===== src/rtl/dps_pkg.sv =====
// Shared state type and visible command state codes for the sequencer.
package dps_pkg;
    typedef enum logic [3:0] {
        ST_IDLE, ST_ARMED, ST_DATA, ST_SAVED, ST_DMSG,
        ST_DISC, ST_DONE, ST_HALT, ST_ERR
    } seq_st_t;

    localparam logic [3:0] CODE_RESET = 4'h0;
    localparam logic [3:0] CODE_ARMED = 4'h4;
    localparam logic [3:0] CODE_DATA  = 4'h5;
    localparam logic [3:0] CODE_SAVED = 4'h6;
    localparam logic [3:0] CODE_DMSG  = 4'h7;
    localparam logic [3:0] CODE_DISC  = 4'h8;
    localparam logic [3:0] CODE_DONE  = 4'hB;
endpackage


===== src/rtl/dps_xfer_cnt.sv =====
// Transfer down-counter. It loads the byte count when a command is armed and
// steps down once per accepted data byte.
// Assumes: load and dec are never high together, and the loaded count is nonzero.
module dps_xfer_cnt #(
    parameter int CNT_W = 16
) (
    input  logic             clk,
    input  logic             rst_n,
    input  logic             load,
    input  logic [CNT_W-1:0] len,
    input  logic             dec,
    output logic             last
);
    localparam logic [CNT_W-1:0] ONE = CNT_W'(1);

    logic [CNT_W-1:0] cnt_q;

    // Hold the remaining byte count.
    always_ff @(posedge clk) begin
        if (!rst_n)     cnt_q <= '0;
        else if (load)  cnt_q <= len;
        else if (dec)   cnt_q <= cnt_q - ONE;
    end

    // The next accepted byte empties the counter.
    assign last = (cnt_q == ONE);
endmodule


===== src/rtl/dps_ctrl_fsm.sv =====
// Command sequencer: data phase, pointer save, disconnect and reconnect
// handling, parity policies, state code and interrupt pulses.
// Assumes: event strobes are single-cycle, and message strobes come in with
// bus_data low.
module dps_ctrl_fsm
    import dps_pkg::*;
#(
    parameter int ID_W = 3
) (
    input  logic            clk,
    input  logic            rst_n,
    input  logic            cmd_start,
    input  logic [ID_W-1:0] tgt_id,
    input  logic            bus_data,
    input  logic            req,
    input  logic            byte_ack,
    input  logic            par_err,
    input  logic            msg_sdp,
    input  logic            msg_disc,
    input  logic            msg_cmplt,
    input  logic            bus_free,
    input  logic            resel,
    input  logic [ID_W-1:0] resel_id,
    input  logic            sel_in,
    input  logic            cfg_hpe,
    input  logic            cfg_aape,
    input  logic            cfg_hd,
    input  logic            cnt_last,
    output logic            cnt_load,
    output logic            cnt_step,
    output logic [3:0]      state_code,
    output logic            atn,
    output logic            cnt_dec,
    output logic            irq_halt,
    output logic            irq_par,
    output logic            irq_disc,
    output logic            irq_resel,
    output logic            irq_sel,
    output logic            irq_ctl_err
);
    seq_st_t         st_q, st_d;
    logic [3:0]      code_q, code_d;
    logic [ID_W-1:0] tgt_q, tgt_d;
    logic            atn_q, atn_d, perr_q, perr_d, cc_q, cc_d;
    logic            halt_d, disc_d, resel_d, sel_d, cerr_d;
    logic            active;

    // A command is in progress and a bus release would matter.
    assign active   = (st_q == ST_ARMED) || (st_q == ST_DATA) || (st_q == ST_SAVED) ||
                      (st_q == ST_DMSG)  || (st_q == ST_DONE);
    // Load the counter when a new command is accepted.
    assign cnt_load = cmd_start && ((st_q == ST_IDLE) || (st_q == ST_HALT));
    // Count a data byte unless halt-on-parity rejects it.
    assign cnt_step = (st_q == ST_DATA) && bus_data && byte_ack && !bus_free &&
                      !(par_err && cfg_hpe);

    // Next-state, code and event decision for one cycle.
    always_comb begin
        st_d    = st_q;
        code_d  = code_q;
        tgt_d   = tgt_q;
        atn_d   = atn_q;
        perr_d  = perr_q;
        cc_d    = cc_q;
        halt_d  = 1'b0;
        disc_d  = 1'b0;
        resel_d = 1'b0;
        sel_d   = 1'b0;
        cerr_d  = 1'b0;
        if (active && bus_free && !(st_q == ST_DMSG) && !(st_q == ST_DONE && cc_q)) begin
            cerr_d = 1'b1;
            code_d = CODE_DISC;
            st_d   = ST_ERR;
        end else if (active && !bus_data && par_err) begin
            halt_d = 1'b1;
            st_d   = ST_HALT;
        end else begin
            unique case (st_q)
                ST_IDLE, ST_HALT: if (cmd_start) begin
                    st_d   = ST_ARMED;
                    code_d = CODE_ARMED;
                    tgt_d  = tgt_id;
                    atn_d  = 1'b0;
                    perr_d = 1'b0;
                    cc_d   = 1'b0;
                end
                ST_ARMED, ST_SAVED: begin
                    if (msg_disc) begin
                        st_d   = ST_DMSG;
                        code_d = CODE_DMSG;
                    end else if (req && bus_data) begin
                        st_d   = ST_DATA;
                        code_d = CODE_DATA;
                    end
                end
                ST_DATA: begin
                    if (bus_data && byte_ack) begin
                        if (par_err) begin
                            atn_d  = atn_q | cfg_aape;
                            perr_d = 1'b1;
                        end
                        if (par_err && cfg_hpe) begin
                            halt_d = 1'b1;
                            st_d   = ST_HALT;
                        end else if (cnt_last) begin
                            code_d = CODE_DONE;
                            halt_d = perr_q | par_err;
                            st_d   = (perr_q | par_err) ? ST_HALT : ST_DONE;
                        end
                    end else if (!bus_data && perr_q) begin
                        halt_d = 1'b1;
                        st_d   = ST_HALT;
                    end else if (msg_sdp) begin
                        st_d   = ST_SAVED;
                        code_d = CODE_SAVED;
                    end
                end
                ST_DMSG: if (bus_free) begin
                    code_d = CODE_DISC;
                    disc_d = cfg_hd;
                    st_d   = cfg_hd ? ST_IDLE : ST_DISC;
                end
                ST_DISC: begin
                    if (resel && (resel_id == tgt_q)) begin
                        st_d   = ST_DATA;
                        code_d = CODE_DATA;
                    end else if (resel) begin
                        resel_d = 1'b1;
                    end else if (sel_in) begin
                        sel_d = 1'b1;
                    end
                end
                ST_DONE: begin
                    if (bus_free) st_d = ST_IDLE;
                    else if (msg_cmplt) cc_d = 1'b1;
                end
                default: ;
            endcase
        end
    end

    // Register state, code, ATN and the one-cycle event outputs.
    always_ff @(posedge clk) begin
        if (!rst_n) begin
            st_q        <= ST_IDLE;
            code_q      <= CODE_RESET;
            tgt_q       <= '0;
            atn_q       <= 1'b0;
            perr_q      <= 1'b0;
            cc_q        <= 1'b0;
            cnt_dec     <= 1'b0;
            irq_halt    <= 1'b0;
            irq_par     <= 1'b0;
            irq_disc    <= 1'b0;
            irq_resel   <= 1'b0;
            irq_sel     <= 1'b0;
            irq_ctl_err <= 1'b0;
        end else begin
            st_q        <= st_d;
            code_q      <= code_d;
            tgt_q       <= tgt_d;
            atn_q       <= atn_d;
            perr_q      <= perr_d;
            cc_q        <= cc_d;
            cnt_dec     <= cnt_step;
            irq_halt    <= halt_d;
            irq_par     <= halt_d;
            irq_disc    <= disc_d;
            irq_resel   <= resel_d;
            irq_sel     <= sel_d;
            irq_ctl_err <= cerr_d;
        end
    end

    assign state_code = code_q;
    assign atn        = atn_q;
endmodule


===== src/rtl/dp_disc_seq.sv =====
// Top of the data-phase and disconnect sequencer: joins the command FSM to
// the transfer counter.
// Assumes: a single clock domain and event strobes synchronous to clk.
module dp_disc_seq #(
    parameter int CNT_W = 16,
    parameter int ID_W  = 3
) (
    input  logic             clk,
    input  logic             rst_n,
    input  logic             cmd_start,
    input  logic [CNT_W-1:0] xfer_len,
    input  logic [ID_W-1:0]  tgt_id,
    input  logic             bus_data,
    input  logic             req,
    input  logic             byte_ack,
    input  logic             par_err,
    input  logic             msg_sdp,
    input  logic             msg_disc,
    input  logic             msg_cmplt,
    input  logic             bus_free,
    input  logic             resel,
    input  logic [ID_W-1:0]  resel_id,
    input  logic             sel_in,
    input  logic             cfg_hpe,
    input  logic             cfg_aape,
    input  logic             cfg_hd,
    output logic [3:0]       state_code,
    output logic             atn,
    output logic             cnt_dec,
    output logic             irq_halt,
    output logic             irq_par,
    output logic             irq_disc,
    output logic             irq_resel,
    output logic             irq_sel,
    output logic             irq_ctl_err
);
    logic cnt_load, cnt_step, cnt_last;

    dps_xfer_cnt #(.CNT_W(CNT_W)) u_cnt (
        .clk  (clk),
        .rst_n(rst_n),
        .load (cnt_load),
        .len  (xfer_len),
        .dec  (cnt_step),
        .last (cnt_last)
    );

    dps_ctrl_fsm #(.ID_W(ID_W)) u_fsm (
        .clk        (clk),
        .rst_n      (rst_n),
        .cmd_start  (cmd_start),
        .tgt_id     (tgt_id),
        .bus_data   (bus_data),
        .req        (req),
        .byte_ack   (byte_ack),
        .par_err    (par_err),
        .msg_sdp    (msg_sdp),
        .msg_disc   (msg_disc),
        .msg_cmplt  (msg_cmplt),
        .bus_free   (bus_free),
        .resel      (resel),
        .resel_id   (resel_id),
        .sel_in     (sel_in),
        .cfg_hpe    (cfg_hpe),
        .cfg_aape   (cfg_aape),
        .cfg_hd     (cfg_hd),
        .cnt_last   (cnt_last),
        .cnt_load   (cnt_load),
        .cnt_step   (cnt_step),
        .state_code (state_code),
        .atn        (atn),
        .cnt_dec    (cnt_dec),
        .irq_halt   (irq_halt),
        .irq_par    (irq_par),
        .irq_disc   (irq_disc),
        .irq_resel  (irq_resel),
        .irq_sel    (irq_sel),
        .irq_ctl_err(irq_ctl_err)
    );
endmodule


===== config.mk =====
export PLATFORM = sky130hd
export DESIGN_NAME = dp_disc_seq
export DESIGN_NICKNAME = d
export VERILOG_FILES = /design/src/rtl/dps_pkg.sv /design/src/rtl/dps_xfer_cnt.sv /design/src/rtl/dps_ctrl_fsm.sv /design/src/rtl/dp_disc_seq.sv
export SDC_FILE = /design/constraint.sdc
export NUM_CORES = 1
export LEC_CHECK = 0
export BUFFER_PORTS_ARGS = -buffer_cell sky130_fd_sc_hd__buf_4
export CORE_ASPECT_RATIO = 1.5
export CORE_MARGIN = 3
export CORE_UTILIZATION = 25
export CTS_CLUSTER_SIZE = 10
export DETAILED_ROUTE_END_ITERATION = 8
export RECOVER_POWER = 100
export SETUP_SLACK_MARGIN = 0.2
export SLEW_MARGIN = 5
export SYNTH_ARGS = -nofsm -noshare
export SYNTH_HDL_FRONTEND = slang
export SYNTH_HIERARCHICAL = 1
export SYNTH_SLANG_ARGS = --single-unit

===== constraint.sdc =====
create_clock -name clk -period 3.9 [get_ports clk]
set_input_delay 0.78 -clock clk [delete_from_list [all_inputs] [get_ports clk]]
set_output_delay 0.78 -clock clk [all_outputs]
set_load 0.02 [all_outputs]

==> reports/results.tsv, run 1 <==
stage	metric	value	unit
job	maxCapViolCount	0	
place	dp_hpwl	4160	um
worst_setup_path	rr_endpoint	u_cnt/cnt_q[13]	
clock_network	postCtsSetupRepairBufs	0	
global_routing	grt_max_degree	29	
floorplan	pin_count	50	
power	switching_power	748	uW
synthesis	syn_area_per_cell	8.78	um2
synthesis	syn_inst	235	
hold_path	hp-start	u_fsm/atn	
timing	finalHoldViolCount	0	
routing	drt-initial-drc-count	59	
floorplan	core	8010	um2
clock_network	post_cts_resize_count	0	
power	peakVddDrop	0.262	mV
timing	finalCritPeriodShare	0.858	
timing	finalMaxSlewViolations	0	
floorplan	fp.dieH	117	um
routing	num_vias	1914	
synthesis	synth_nets	275	
finish	diodes	0	
place	place.gp.congestion	0.854	
synthesis	synth_top_flop_cell	dfxtp_1	
worst_setup_path	crit_path_end_kind	flop	
global_routing	grt_pass1_wl	8640	um
synthesis	ys_ff_latch	36	
timing	whs	0.447	ns
floorplan	start_util	0.258	
power	internal_power	1130	uW
global_routing	antenna_found_initial	0	
finish	fin_nets	316	
worst_setup_path	rrSetupSlack	0.55	ns
synthesis	synth_top_area_share	0.349	
finish	n_fill_cell	890	
clock_network	htreeDepth	2	
synthesis	yosysSeqAreaShare	0.349	
synthesis	syn-cell-area	2060	um2
worst_setup_path	required	4.07	ns
routing	wl_per_cell	14.2	um
global_routing	grt_pass1_vias	1787	
routing	viasPerCell	5.01	
clock_network	cts_buffers	5	
timing	tightest_slew	1.10	ns
hold_path	holdPathEnd	u_fsm/atn	
clock_network	root_buffer	clkbuf_16	
routing	drc	0	
synthesis	synth_most_common_cell	dfxtp_1	
timing	setup_violations	0	
clock_network	cts_tree	built	
clock_network	hold_buffers	0	
run_status	status	completed	
clock_network	clk_latency	0.28	ns
power	p_comb_frac	0.432	
worst_setup_path	start_kind	flop	
worst_setup_path	crit_arrival	3.51	ns
routing	drt_wl_total	5420	um
synthesis	ys.warnings.count	6	
routing	dr.pass1.iters	4	
finish	synthToLayoutAreaGrowth	24.5	%
synthesis	synth_common_cells	dfxtp_1 (36), a21oi_1 (21), o21ai_0 (16)	
synthesis	synth_edf_count	0	
floorplan	die_area	9400	um2
worst_setup_path	worstSetupPathType	flop to flop	
floorplan	fp.dieW	80.2	um
timing	fmax	0.299	GHz
clock_network	clk_pin_slew	0.06	ns
synthesis	synth_top_area_cell	dfxtp_1	
routing	drtAntennaViolNets	0	
synthesis	synth_cell_types	60	
power	p_sw_frac	0.398	
clock_network	clock_path_buffers	2	
hold_path	hold_path_depth	2	
timing	setup_tns	0	ns
worst_setup_path	r2r-start	u_fsm/st_q[1]	
timing	layout_min_cycle_time	3.35	ns
power	leakage	0.000968	uW
place	io_buffer_count	49	
synthesis	yosys-top-cells-area	dfxtp_1 (35%), a21oi_1 (5.1%), xnor2_1 (5.1%)	
timing	maxSlewHeadroom	0.256	
global_routing	overflow	0	
timing	fin_skew	0.00701	ns
power	p_seq_frac	0.325	
finish	layout-drive-gt1-share	0.191	
worst_setup_path	critPathMaxFanout	13	
global_routing	grt_usage	0.118	
synthesis	synthArstFlopShare	0	
floorplan	fp-row-count	40	
timing	rsz0062_at_grt	false	
hold_path	hp-class	flop to flop	
power	p_per_area	731	nW/um2
power	pwr-share-clk	0.243	
worst_setup_path	r2r_cells	7	
clock_network	cts_sinks	36	
==> cell families after synthesis <==
kind of cell,Yosys count,synth area share
fa+ha+maj,2,0.0121
mux,4,0.0194
xor+xnor,16,0.0679
flops,36,0.349
compound gates,71,0.241
simple gates,80,0.249
buf+inv,26,0.0612
==> worst max-delay path, stage by stage (launching register included) <==
cell	delay, ns
dfxtp_1	0.54
or4b_1	0.68
nor4b_1	0.36
buf_4	0.20
or4b_1	0.58
or3_1	0.41
o21a_1	0.18
o311a_1	0.27
==> placed cells by master, fill, tap and decap left out, drive strengths merged, types with 3 or more instances in the layout <==
cell / n
a211oi: 8
a21oi: 23
and2: 3
and3: 3
buf: 38
clkbuf: 17
dfxtp: 36
inv: 9
mux2i: 4
nand2: 10
nand2b: 6
nand3: 3
nand4: 3
nor2: 7
nor2b: 4
nor3: 11
nor4: 6
nor4b: 3
o211a: 3
o21ai: 17
or3: 6
or4: 4
xnor2: 12
xor2: 4
==> per-stage QoR <==
step                power (uW)  std cells  utilization  instance area [um2]  setup WS [ns]
floorplan                 1290        235            -                 2060          0.822
global placement          1470        374        0.310                 2480          0.813
detailed placement        1480        374        0.310                 2480          0.727
CTS                       1950        382        0.331                 2650          0.727
global route              2010        382        0.321                 2570          0.380
finish                    1880        382        0.321                 2570          0.554
==> how the worst max path moves through the flow <==
| stage | start | end |
|---|---|---|
| after floorplan | u_fsm/st_q[3] | u_cnt/cnt_q[13] |
| after global placement | u_fsm/st_q[1] | u_cnt/cnt_q[13] |
| after detailed placement | u_fsm/st_q[1] | u_cnt/cnt_q[13] |
| after CTS | u_fsm/st_q[1] | u_cnt/cnt_q[13] |
| after global routing | u_fsm/st_q[1] | u_cnt/cnt_q[13] |
| final | u_fsm/st_q[1] | u_cnt/cnt_q[13] |
==> state kept, by name, indices dropped and copies added, names as in the netlist <==
register,flops
u_fsm/state_code,4
u_fsm/irq_par,1
u_fsm/st_q,4
u_fsm/perr_q,1
u_fsm/atn,1
u_cnt/cnt_q,16
u_fsm/irq_resel,1
u_fsm/cc_q,1
u_fsm/irq_sel,1
u_fsm/tgt_q,3
u_fsm/cnt_dec,1
u_fsm/irq_disc,1
u_fsm/irq_ctl_err,1
==> metal layers <==
layer | up-vias | GRT usage | wire length [um] | part of all wire
li1 | 957 | - | - | -
met1 | 916 | 0.131 | 2260 | 0.42
met2 | 37 | 0.222 | 2950 | 0.54
met3 | 4 | 0.0230 | 165 | 0.030
met4 | 0 | 0.0372 | 45 | 0.0083
met5 | - | 0 | 0 | 0
==> cell type report <==
cell class | count | area (um2) | share of cell area
multi-input combinational | 173 | 1180 | 0.460
clock inverter | 3 | 42.5 | 0.0166
tap | 105 | 131 | 0.0511
clock buffer | 5 | 125 | 0.0487
sequential | 36 | 721 | 0.281
timing repair buffer | 50 | 330 | 0.129
inverter | 10 | 37.5 | 0.0146
==> power groups by stage <==
| stage | Sequential [uW] | Clock [uW] | Combinational, uW |
|---|---|---|---|
| floorplan | 589 | 0 | 700 |
| global placement | 617 | 0 | 850 |
| detailed placement | 620 | 0 | 860 |
| CTS | 614 | 467 | 866 |
| global route | 632 | 481 | 902 |
| finish | 610 | 456 | 810 |
Power figures use the tool's default switching activity.
==> inputs of run 2 (changes only) <==
- REMOVE_ABC_BUFFERS: default -> 1
==> run 2 against run 1 <==
Register-to-register slack about the same. Final cell count unchanged. Clock power down 18%. Non-clock buffer count up 1. Clock-buffer cell count up 1. Die area unchanged. Fmax down 0.29%. Wire length down 2.1%. Via count down 0.52%. Largest power group unchanged.
==> reports/results.tsv, run 2 (synthesis gave the netlist of run 1 again) <==
stage	metric	value	unit
routing	num_vias	1904	
place	dp_cells	375	
finish	diodes	0	
global_routing	grt_pass1_wl	8820	um
clock_network	htreeDepth	2	
job	maxCapViolCount	0	
power	peakVddDrop	0.261	mV
place	io_buffer_count	49	
worst_setup_path	critPathMaxFanout	13	
routing	drc	0	
clock_network	clock_path_buffers	2	
routing	viasPerCell	4.98	
worst_setup_path	cpMaxStageDelayCell	or4b_1	
power	pwr-share-clk	0.207	
clock_network	clk_pin_slew	0.06	ns
timing	finalHoldViolCount	0	
power	p_per_area	707	nW/um2
clock_network	root_buffer	clkbuf_16	
timing	setup_violations	0	
clock_network	cts_sinks	36	
routing	drt-initial-drc-count	153	
hold_path	hp-class	flop to flop	
power	internal_power	1060	uW
global_routing	antenna_found_initial	0	
finish	synthToLayoutAreaGrowth	23.0	%
finish	fin_nets	317	
timing	finalMaxSlewViolations	0	
clock_network	cts_buffers	5	
floorplan	pin_count	50	
routing	drtAntennaViolNets	0	
place	dp_hpwl	4080	um
global_routing	grt_usage	0.118	
global_routing	grt_max_degree	29	
place	place.gp.congestion	0.890	
floorplan	fp.dieH	117	um
floorplan	core	8010	um2
finish	final_common_cell	buf_4	
power	switching_power	732	uW
worst_setup_path	crit_arrival	3.51	ns
finish	post-route-util	0.317	
timing	layout_min_cycle_time	3.36	ns
finish	largest-register	u_cnt/cnt_q	
finish	layout_common_cells	buf_4 (38), dfxtp_1 (36), a21oi_1 (21)	
global_routing	grt_pass1_vias	1871	
clock_network	cts_tree	built	
timing	rsz0062_at_grt	false	
timing	fmax	0.298	GHz
timing	maxSlewHeadroom	0.238	
worst_setup_path	start_kind	flop	
timing	whs	0.453	ns
timing	tightest_slew	1.13	ns
routing	drt_wl_total	5310	um
power	p_comb_frac	0.454	
finish	layout-drive-gt1-share	0.184	
timing	fin_skew	0.00400	ns
worst_setup_path	path_cells	or4b_1 -> nor4b_1 -> buf_4 -> or4b_1 -> or3_1 -> o21a_1 -> o311a_1	
clock_network	post_cts_resize_count	0	
worst_setup_path	slowest_delay	0.66	ns
worst_setup_path	crit_path_end_kind	flop	
floorplan	start_util	0.258	
worst_setup_path	crit_buf_inv	1	
timing	setup_tns	0	ns
clock_network	hold_buffers	0	
power	p_seq_frac	0.339	
worst_setup_path	worstSetupPathType	flop to flop	
worst_setup_path	critPathTopFamily	simple AND/OR/NAND/NOR gates	
routing	wl_per_cell	13.9	um
timing	finalCritPeriodShare	0.860	
floorplan	die_area	9400	um2
global_routing	overflow	0	
finish	fin_cells	382	
worst_setup_path	required	4.06	ns
floorplan	fp-row-count	40	
finish	largest_register_ffs	16	
run_status	status	completed	
floorplan	fp.dieW	80.2	um
clock_network	postCtsSetupRepairBufs	0	
clock_network	clk_latency	0.27	ns
power	leakage	0.000956	uW
power	p_sw_frac	0.408	
worst_setup_path	cpMostUsedCell	or4b_1	
routing	dr.pass1.iters	5	
run 2: cell types whose count changed in the layout (fill, tap and decap cells not counted):
cell	change
clkinvlp_4	-1
clkbuf_1	+2
bufinv_16	-1
run 2: path summary, 6_finish.rpt:
check                                    from              end  slack, ns  depth (start not counted)
worst max-delay path            u_fsm/st_q[1]  u_cnt/cnt_q[13]       0.54                          7
worst min-delay path                u_fsm/atn        u_fsm/atn       0.45                          2
worst max register to register  u_fsm/st_q[1]  u_cnt/cnt_q[13]       0.54                          7
worst min register to register      u_fsm/atn        u_fsm/atn       0.45                          2
run 2: metrics by stage:
| stage | power (uW) | instance area [um2] | setup WS (ns) |
|---|---|---|---|
| floorplan | 1230 | 1970 | 0.830 |
| global placement | 1480 | 2490 | 0.746 |
| detailed placement | 1490 | 2490 | 0.702 |
| CTS | 1880 | 2620 | 0.677 |
| global route | 1950 | 2540 | 0.353 |
| finish | 1790 | 2540 | 0.545 |
run 2: power by group through the flow:
stage	clock network (uW)	logic [uW]	registers, uW
after CTS	390	875	614
final	372	814	608
after floorplan	0	610	624
after global routing	401	915	633
after global placement	0	861	616
after detailed placement	0	870	621
run 2: area by class of cell:
class	count	area [um2]
clock buffers	6	129
multi-input cells	173	1180
well taps	105	131
repair buffers	51	334
flip-flops and latches	36	721
inverters	10	37.5
clock inverters	1	5.00
fillers	886	5470
run 2: tightest hold or removal path: cells and delay by family (launching register included):
family,cells,cell delay [ns]
flops,1,0.31
compound gates,1,0.05
buf+inv,1,0.05
run 2: routing by layer:
metal,track usage,vias up,wire (um)
li1,-,956,-
met1,0.132,878,2070
met2,0.218,55,2800
met3,0.0199,15,250
met4,0.0485,0,185
met5,0,-,0
